<file path="src/rtl/usbint_pkg.sv">
package usbint_pkg;
  localparam int REG_W = 32;

  localparam int B_OVR   = 0;
  localparam int B_WBDH  = 1;
  localparam int B_SOF   = 2;
  localparam int B_RSM   = 3;
  localparam int B_UERR  = 4;
  localparam int B_FOVF  = 5;
  localparam int B_RHCH  = 6;
  localparam int B_OWN   = 30;
  localparam int B_MEN   = 31;

  localparam logic SEL_STAT = 1'b0;
  localparam logic SEL_EN   = 1'b1;

  // Implemented status bits; bit 30 only with a management line.
  function automatic logic [REG_W-1:0] status_mask(input bit has_mgmt);
    logic [REG_W-1:0] m;
    m = '0;
    for (int k = B_OVR; k <= B_RHCH; k++) m[k] = 1'b1;
    m[B_OWN] = has_mgmt;
    return m;
  endfunction

  // Bits of the status word that feed the normal interrupt line.
  function automatic logic [REG_W-1:0] normal_mask();
    logic [REG_W-1:0] m;
    m = '0;
    for (int k = B_OVR; k <= B_RHCH; k++) m[k] = 1'b1;
    return m;
  endfunction
endpackage

</file>
<file path="src/rtl/usbint_evt_cond.sv">
module usbint_evt_cond (
  input  logic clk,
  input  logic rst_n,
  input  logic frame_upd,
  input  logic frm_msb,
  input  logic resume_line,
  input  logic resume_force,
  output logic fovf_set,
  output logic rsm_set
);
  logic msb_last_q;
  logic line_last_q;

  always_ff @(posedge clk or negedge rst_n) begin
    if (!rst_n) begin
      msb_last_q  <= 1'b0;
      line_last_q <= 1'b0;
    end else begin
      if (frame_upd) msb_last_q <= frm_msb;
      line_last_q <= resume_line;
    end
  end

  assign fovf_set = frame_upd & (frm_msb ^ msb_last_q);
  assign rsm_set  = resume_line & ~line_last_q & ~resume_force;

  // The overflow condition only exists in a strobe cycle
  AST_FOVF_STROBED: assert property (@(posedge clk) disable iff (!rst_n)
    fovf_set |-> frame_upd);
  // A line held high over two cycles never counts as a new resume
  AST_RSM_EDGE: assert property (@(posedge clk) disable iff (!rst_n)
    (resume_line && $past(resume_line)) |-> !rsm_set);
endmodule

</file>
<file path="src/rtl/usbint_sticky_bank.sv">
module usbint_sticky_bank #(
  parameter int W = 32,
  parameter logic [W-1:0] IMPL = '1
) (
  input  logic         clk,
  input  logic         rst_n,
  input  logic [W-1:0] set_i,
  input  logic [W-1:0] clr_i,
  output logic [W-1:0] q_o
);
  for (genvar i = 0; i < W; i++) begin : g_bit
    if (IMPL[i]) begin : g_impl
      logic b_q;
      always_ff @(posedge clk or negedge rst_n) begin
        if (!rst_n) b_q <= 1'b0;
        else        b_q <= set_i[i] | (b_q & ~clr_i[i]);
      end
      assign q_o[i] = b_q;

      AST_SET_STICKS: assert property (@(posedge clk) disable iff (!rst_n)
        set_i[i] |=> q_o[i]);
      AST_HOLD_NO_CLR: assert property (@(posedge clk) disable iff (!rst_n)
        (q_o[i] && !clr_i[i]) |=> q_o[i]);
      AST_NO_SELF_SET: assert property (@(posedge clk) disable iff (!rst_n)
        (!q_o[i] && !set_i[i]) |=> !q_o[i]);
    end else begin : g_rsvd
      assign q_o[i] = 1'b0;
    end
  end
endmodule

</file>
<file path="src/rtl/usbint_ovr_counter.sv">
module usbint_ovr_counter #(
  parameter int CNT_W = 2
) (
  input  logic             clk,
  input  logic             rst_n,
  input  logic             inc,
  output logic [CNT_W-1:0] cnt
);
  logic [CNT_W-1:0] cnt_q;

  always_ff @(posedge clk or negedge rst_n) begin
    if (!rst_n)   cnt_q <= '0;
    else if (inc) cnt_q <= cnt_q + CNT_W'(1);
  end
  assign cnt = cnt_q;

  AST_OVR_STEP: assert property (@(posedge clk) disable iff (!rst_n)
    inc |=> (cnt == $past(cnt) + CNT_W'(1)));
  AST_OVR_HOLD: assert property (@(posedge clk) disable iff (!rst_n)
    !inc |=> $stable(cnt));
endmodule

</file>
<file path="src/rtl/usbint_status_ctrl.sv">
module usbint_status_ctrl #(
  parameter int OVR_W        = 2,
  parameter bit HAS_MGMT_IRQ = 1'b1
) (
  input  logic        clk,
  input  logic        rst_n,
  input  logic        frame_upd,
  input  logic        frm_msb,
  input  logic        sof_pulse,
  input  logic        wb_done,
  input  logic        ovr_pulse,
  input  logic        resume_line,
  input  logic        resume_force,
  input  logic        rh_change,
  input  logic        sys_err,
  input  logic        own_req,
  input  logic        reg_wr,
  input  logic        reg_sel,
  input  logic [31:0] reg_wdata,
  output logic [31:0] reg_rdata,
  output logic        irq,
  output logic        mgmt_irq,
  output logic        wb_allowed,
  output logic [OVR_W-1:0] ovr_count
);
  import usbint_pkg::*;

  localparam logic [REG_W-1:0] ST_IMPL = status_mask(HAS_MGMT_IRQ);
  localparam logic [REG_W-1:0] NRM_MSK = normal_mask();
  localparam logic [REG_W-1:0] EN_IMPL = ST_IMPL | (REG_W'(1) << B_MEN);

  logic             fovf_set, rsm_set;
  logic [REG_W-1:0] set_vec, clr_vec, status, en_q;

  usbint_evt_cond u_evt (
    .clk          (clk),
    .rst_n        (rst_n),
    .frame_upd    (frame_upd),
    .frm_msb      (frm_msb),
    .resume_line  (resume_line),
    .resume_force (resume_force),
    .fovf_set     (fovf_set),
    .rsm_set      (rsm_set)
  );

  always_comb begin
    set_vec         = '0;
    set_vec[B_OVR]  = ovr_pulse;
    set_vec[B_WBDH] = wb_done;
    set_vec[B_SOF]  = sof_pulse;
    set_vec[B_RSM]  = rsm_set;
    set_vec[B_UERR] = sys_err;
    set_vec[B_FOVF] = fovf_set;
    set_vec[B_RHCH] = rh_change;
    set_vec[B_OWN]  = own_req & HAS_MGMT_IRQ;
  end

  assign clr_vec = (reg_wr && reg_sel == SEL_STAT) ? reg_wdata : '0;

  usbint_sticky_bank #(.W(REG_W), .IMPL(ST_IMPL)) u_bank (
    .clk   (clk),
    .rst_n (rst_n),
    .set_i (set_vec),
    .clr_i (clr_vec),
    .q_o   (status)
  );

  usbint_ovr_counter #(.CNT_W(OVR_W)) u_ovr (
    .clk   (clk),
    .rst_n (rst_n),
    .inc   (ovr_pulse),
    .cnt   (ovr_count)
  );

  always_ff @(posedge clk or negedge rst_n) begin
    if (!rst_n)                          en_q <= '0;
    else if (reg_wr && reg_sel == SEL_EN) en_q <= reg_wdata & EN_IMPL;
  end

  assign reg_rdata  = (reg_sel == SEL_EN) ? en_q : status;
  assign irq        = en_q[B_MEN] & (|(status & en_q & NRM_MSK));
  assign mgmt_irq   = en_q[B_MEN] & en_q[B_OWN] & status[B_OWN];
  assign wb_allowed = ~status[B_WBDH];

  AST_RSVD_ZERO: assert property (@(posedge clk) disable iff (!rst_n)
    (status & ~ST_IMPL) == '0);
  AST_MASTER_GATE: assert property (@(posedge clk) disable iff (!rst_n)
    !en_q[B_MEN] |-> (!irq && !mgmt_irq));
  AST_WB_BLOCKED: assert property (@(posedge clk) disable iff (!rst_n)
    wb_done |=> !wb_allowed);
  AST_FOVF_NEEDS_UPD: assert property (@(posedge clk) disable iff (!rst_n)
    (!status[B_FOVF] && !frame_upd) |=> !status[B_FOVF]);
  AST_RSM_NO_FORCE: assert property (@(posedge clk) disable iff (!rst_n)
    (!status[B_RSM] && (resume_force || !resume_line)) |=> !status[B_RSM]);
  AST_UERR_HELD: assert property (@(posedge clk) disable iff (!rst_n)
    sys_err |=> status[B_UERR]);
  AST_OWN_NOT_NORMAL: assert property (@(posedge clk) disable iff (!rst_n)
    (irq) |-> (|(status & NRM_MSK)));

  if (HAS_MGMT_IRQ) begin : g_mgmt_chk
    AST_MGMT_RAISE: assert property (@(posedge clk) disable iff (!rst_n)
      (own_req && en_q[B_OWN] && en_q[B_MEN] && !(reg_wr && reg_sel == SEL_EN))
        |=> mgmt_irq);
  end else begin : g_no_mgmt_chk
    AST_MGMT_TIED: assert property (@(posedge clk) disable iff (!rst_n)
      !mgmt_irq && !status[B_OWN]);
  end
endmodule

</file>
<file path="config.mk">
export PLATFORM = sky130hd
export DESIGN_NAME = usbint_status_ctrl
export DESIGN_NICKNAME = d
export VERILOG_FILES = /design/src/rtl/usbint_pkg.sv /design/src/rtl/usbint_evt_cond.sv /design/src/rtl/usbint_sticky_bank.sv /design/src/rtl/usbint_ovr_counter.sv /design/src/rtl/usbint_status_ctrl.sv
export SDC_FILE = /design/constraint.sdc
export NUM_CORES = 1
export LEC_CHECK = 0
export BUFFER_PORTS_ARGS = -buffer_cell sky130_fd_sc_hd__buf_4
export CAP_MARGIN = 5
export CORE_MARGIN = 2
export CORE_UTILIZATION = 41
export CTS_CLUSTER_SIZE = 14
export DETAILED_ROUTE_END_ITERATION = 7
export GPL_ROUTABILITY_DRIVEN = 0
export PLACE_DENSITY = 0.8
export SETUP_SLACK_MARGIN = 0.15
export SYNTH_ARGS = -nofsm -noshare
export SYNTH_HDL_FRONTEND = slang
export SYNTH_SLANG_ARGS = --single-unit
</file>
<file path="constraint.sdc">
create_clock -name clk -period 1.1 [get_ports clk]
set_input_delay 0.11 -clock clk [delete_from_list [all_inputs] [get_ports clk]]
set_output_delay 0.11 -clock clk [all_outputs]
set_load 0.02 [all_outputs]
</file>
After elaboration in Yosys (flattened, before gate mapping). Index checks and enable logic that the tools add are counted.

Register bits: 21. Bits of input ports: 46. Word-level logic and storage cells: 54.

$add $sub $neg: 1. Mux-type cells: 2. Bitwise operators: 36. Reduce and logical (&&, ||, !) cells: 3.

Operators by type and width (count): $mux W32 (1); $mux W31 (1); $and A1 B1 Y1 (14); $not A1 Y1 (12); $or A1 B1 Y1 (8); $and A7 B7 Y7 (1); $reduce_or A7 Y1 (1); $add A2 B1 Y2 const B (1); $logic_and A1 B1 Y1 (2); $xor A1 B1 Y1 (1).

Logic depth before layout (Yosys ltp).
Depth in word-level cells: 6. Gate-level depth with buffers: 4.

Modules after synthesis. A second synthesis with hierarchy kept.

Cell total of the unflattened synthesis: 168. Area, all modules: 1581.5 um2.

By module, submodules not included: usbint_status_ctrl (instances 1, cells each 100, area an instance 892.1 um2, sequential area each 225.2 um2); usbint_sticky_bank (instances 1, cells each 57, area an instance 534.3 um2, sequential area each 200.2 um2); usbint_evt_cond (instances 1, cells each 6, area an instance 83.8 um2, sequential area each 50.0 um2); usbint_ovr_counter (instances 1, cells each 5, area an instance 71.3 um2, sequential area each 50.0 um2).

Worst setup path after synthesis. No wires, ideal clock.

Path kind: reg-to-output. Start point: register u_bank.g_bit[1].g_impl.b_q. End point: output reg_rdata[1]. Data arrival time: 958 ps. Required time: 990 ps. Setup slack: 32 ps. Stages on the path, launching flop included: 3. Path through: dfrtp_1 inv_1 o21ai_0.

Longest elaborated chain between the ends: 1.

Ends and longest elaborated chain: from (decl) (line usbint_sticky_bank.sv:13) `logic b_q;`; from (signal assigned) (line usbint_sticky_bank.sv:16) `else b_q <= set_i[i] | (b_q & ~clr_i[i]);`; $mux W32 (line usbint_status_ctrl.sv:80) `assign reg_rdata = (reg_sel == SEL_EN) ? en_q : status;`; to (decl) (line usbint_status_ctrl.sv:20) `output logic [31:0] reg_rdata,`.

No other way between the ends.

Worst setup path after layout.
Start point: register u_bank.g_bit[3].g_impl.b_q. End point: output irq.

Longest elaborated chain between the ends: 3.

Ends and longest elaborated chain: from (decl) (line usbint_sticky_bank.sv:13); from (signal assigned) (line usbint_sticky_bank.sv:16); $and A7 B7 Y7 (line usbint_status_ctrl.sv:81) `assign irq = en_q[B_MEN] & (|(status & en_q & NRM_MSK));`; $reduce_or A7 Y1 (line usbint_status_ctrl.sv:81); $and A1 B1 Y1 (line usbint_status_ctrl.sv:81); to (decl) (line usbint_status_ctrl.sv:21) `output logic irq,`.

No other way between the ends.

==> results.cfg <==
[timing]
worst_slack_ps = -383
tns_ps = -1850
finalHoldViolations = 0
fmax_mhz = 674
drv_slew = 0
post-route-period-util = 1.35
fin_skew_ps = 0.123
rsz0062_at_grt = yes
setup_violations = 11
finalCriticalPeriod_ps = 1480

[min_path]
whs_endpoint = en_q[6]
hp-class = input port to flip-flop
whs_path_depth = 2
min-delay-start = reg_wdata[6]

[die]
die_area_mm2 = 0.00338
start_util = 0.435
dieWidth_um = 58.1
dieHeight_um = 58.1
io-pin-count = 83
rows = 19
core_area_mm2 = 0.00276

[setup_path]
worstPathCellList = a222oi_1 -> a31oi_1 -> buf_4
critPathMaxFanout = 2
cp-start-kind = flip-flop
timing.rr.start = u_bank.g_bit[3].g_impl.b_q
slowest_stage = dfrtp_1
critPathKind = flip-flop to primary output
cp_num_buf_inv = 1
worstRegToRegCells = 3
crit_path_max_incr_delay_ps = 410
critPathArrivalTime_ps = 1370
rrSetupSlack_ps = 150
crit_required_ps = 990
worstReg2RegEnd = u_bank.g_bit[3].g_impl.b_q
end_kind = primary output
path_delay_family = compound AO/OA/AOI/OAI gates

[cts]
root_buffer = clkbuf_4
cts_tree = yes
cts_buffer_depth = 2
clkTransAtPathRegs_ps = 120
ctsHtreeMaxLevel = 1
clk_latency_ps = 300
cts_sinks = 21
cts_inserted_buffers = 3

[global_routing]
grt_start_max_net_pins = 22
grt_pass1_vias = 878
overflow = 0
antenna_found_initial = 0
grt_pass1_wl_um = 3810
track_usage = 0.151

[synthesis]
async_flop_share = 1.00
synth_top_area_share = 0.438
synthesis.instances = 97
ys_seq_elements = 21
postSynthAreaPerCell_um2 = 12.4
synth_common_cells = buf_4, dfrtp_1, mux2_2, nand3b_1, mux2_4
yosysWarnings = 0
yosysTopAreaCell = dfrtp_1
synth.distinct_cells = 22
yosysMostFrequentCell = buf_4
synth_flop_cell = dfrtp_1
synth_enable_flop_cells = 0
syn_area_mm2 = 0.00120
yosysSeqAreaShare = 0.438
yosys-top-cells-area = dfrtp_1, buf_4, mux2_2

[routing]
ant_nets = 0
routed_wl_um = 2350
num_vias = 873
firstDrtPassIters = 4
viasPerCell = 4.67
drc = 0
wl_per_cell_um = 12.5
drt-initial-drc-count = 5

[layout]
drive_gt1_frac = 0.487
diodes = 0
area_growth_syn_to_layout_pct = 38.8
final_area_mm2 = 0.00167
nNetsFinal = 203
stdcell_count = 187
n_fill_cell = 226

[status]
violations = setup timing
status = finished with violations

[placement]
place_inst = 166
dpl-instance-area_mm2 = 0.00142
portBuffers = 36
hpwlAfterDp_um = 1720

[power_and_ir_drop]
power_density_mw_per_mm2 = 1370
vdd_drop_max_mv = 1.24
leakagePower_nw = 0.808

[run]
maxCapViolCount = 0
-- routing by layer --
layer / vias up / routed length [um] / track usage
li1: 407 / - / -
met1: 416 / 912 / 0.178
met2: 46 / 1210 / 0.260
met3: 4 / 186 / 0.0335
met4: 0 / 36 / 0.0698
met5: - / 0 / 0
-- stage by stage --
stage | total power [W] | utilization | hold WS (ps) | setup slack [ps]
2_1_floorplan | 0.00149 | - | -186 | 69.1
3_3_place_gp | 0.00171 | 0.515 | 2.03 | -59.8
6_report | 0.00228 | 0.604 | 36.9 | -383
4_1_cts | 0.00227 | 0.586 | 33.5 | -400
5_1_grt | 0.00242 | 0.604 | 16.0 | -437
3_5_place_dp | 0.00173 | 0.515 | 12.5 | -45.8
-- logic make-up (layout without fill, tap and decap cells) --
group / count (synthesis) / in the layout / synth area share
other: 1 / 23 / 0.00313
AOI/OAI and AO/OA: 13 / 13 / 0.0824
muxes: 17 / 17 / 0.181
buffers and inverters: 28 / 65 / 0.186
DFF: 21 / 21 / 0.438
xor gates and xnor gates: 3 / 3 / 0.0219
and+or+nand+nor: 14 / 14 / 0.0876
-- area by class of cell --
type	count	area, um2	area share
clock buffer	4	26.3	0.0158
inverter	2	7.51	0.00451
multi-input combinational	70	544	0.327
sequential	21	526	0.316
tap	31	38.8	0.0233
timing repair buffer	59	523	0.314
-- power by group --
part / leakage, nW / internal (W) / total (W) / switching [W]
Sequential: 0.231 / 0.000889 / 0.000974 / 0.0000853
Combinational: 0.562 / 0.000524 / 0.000932 / 0.000408
Clock: 0.0150 / 0.000142 / 0.000377 / 0.000236
Total: 0.808 / 0.00155 / 0.00228 / 0.000729
-- repair_timing --
action,4_1_cts,5_1_grt
buffers inserted,4,5
hold buffers,8,0
endpoints found under the hold margin,29,0
pin swaps,0,2
gates resized for setup,17,3
endpoints found under the setup margin,14,14
-- cell usage in the layout, fill, tap and decap left out, drive strengths merged, types with 3 or more instances in the layout --
master	instances
dlygate4sd3	8
mux2	17
clkbuf	4
conb	23
a21o	6
buf	51
nand3b	8
nand2	3
dfrtp	21
-- registers in the layout, summed over array words and instances (netlist names) --
name and cells:
u_evt.msb_last_q 1, u_evt.line_last_q 1, en_q 9, u_ovr.cnt 2
u_bank.g_bit.g_impl.b_q 8
-- worst max-delay path by stage --
stage | start | to | slack, ps | depth (start not counted)
floorplan | en_q[3] | irq | 70 | 2
global placement | en_q[3] | irq | -60 | 3
detailed placement | en_q[3] | irq | -50 | 3
CTS | en_q[3] | irq | -400 | 3
global route | u_bank.g_bit[3].g_impl.b_q | irq | -440 | 3
finish | u_bank.g_bit[3].g_impl.b_q | irq | -380 | 3
(Power assumes the default switching activity.)
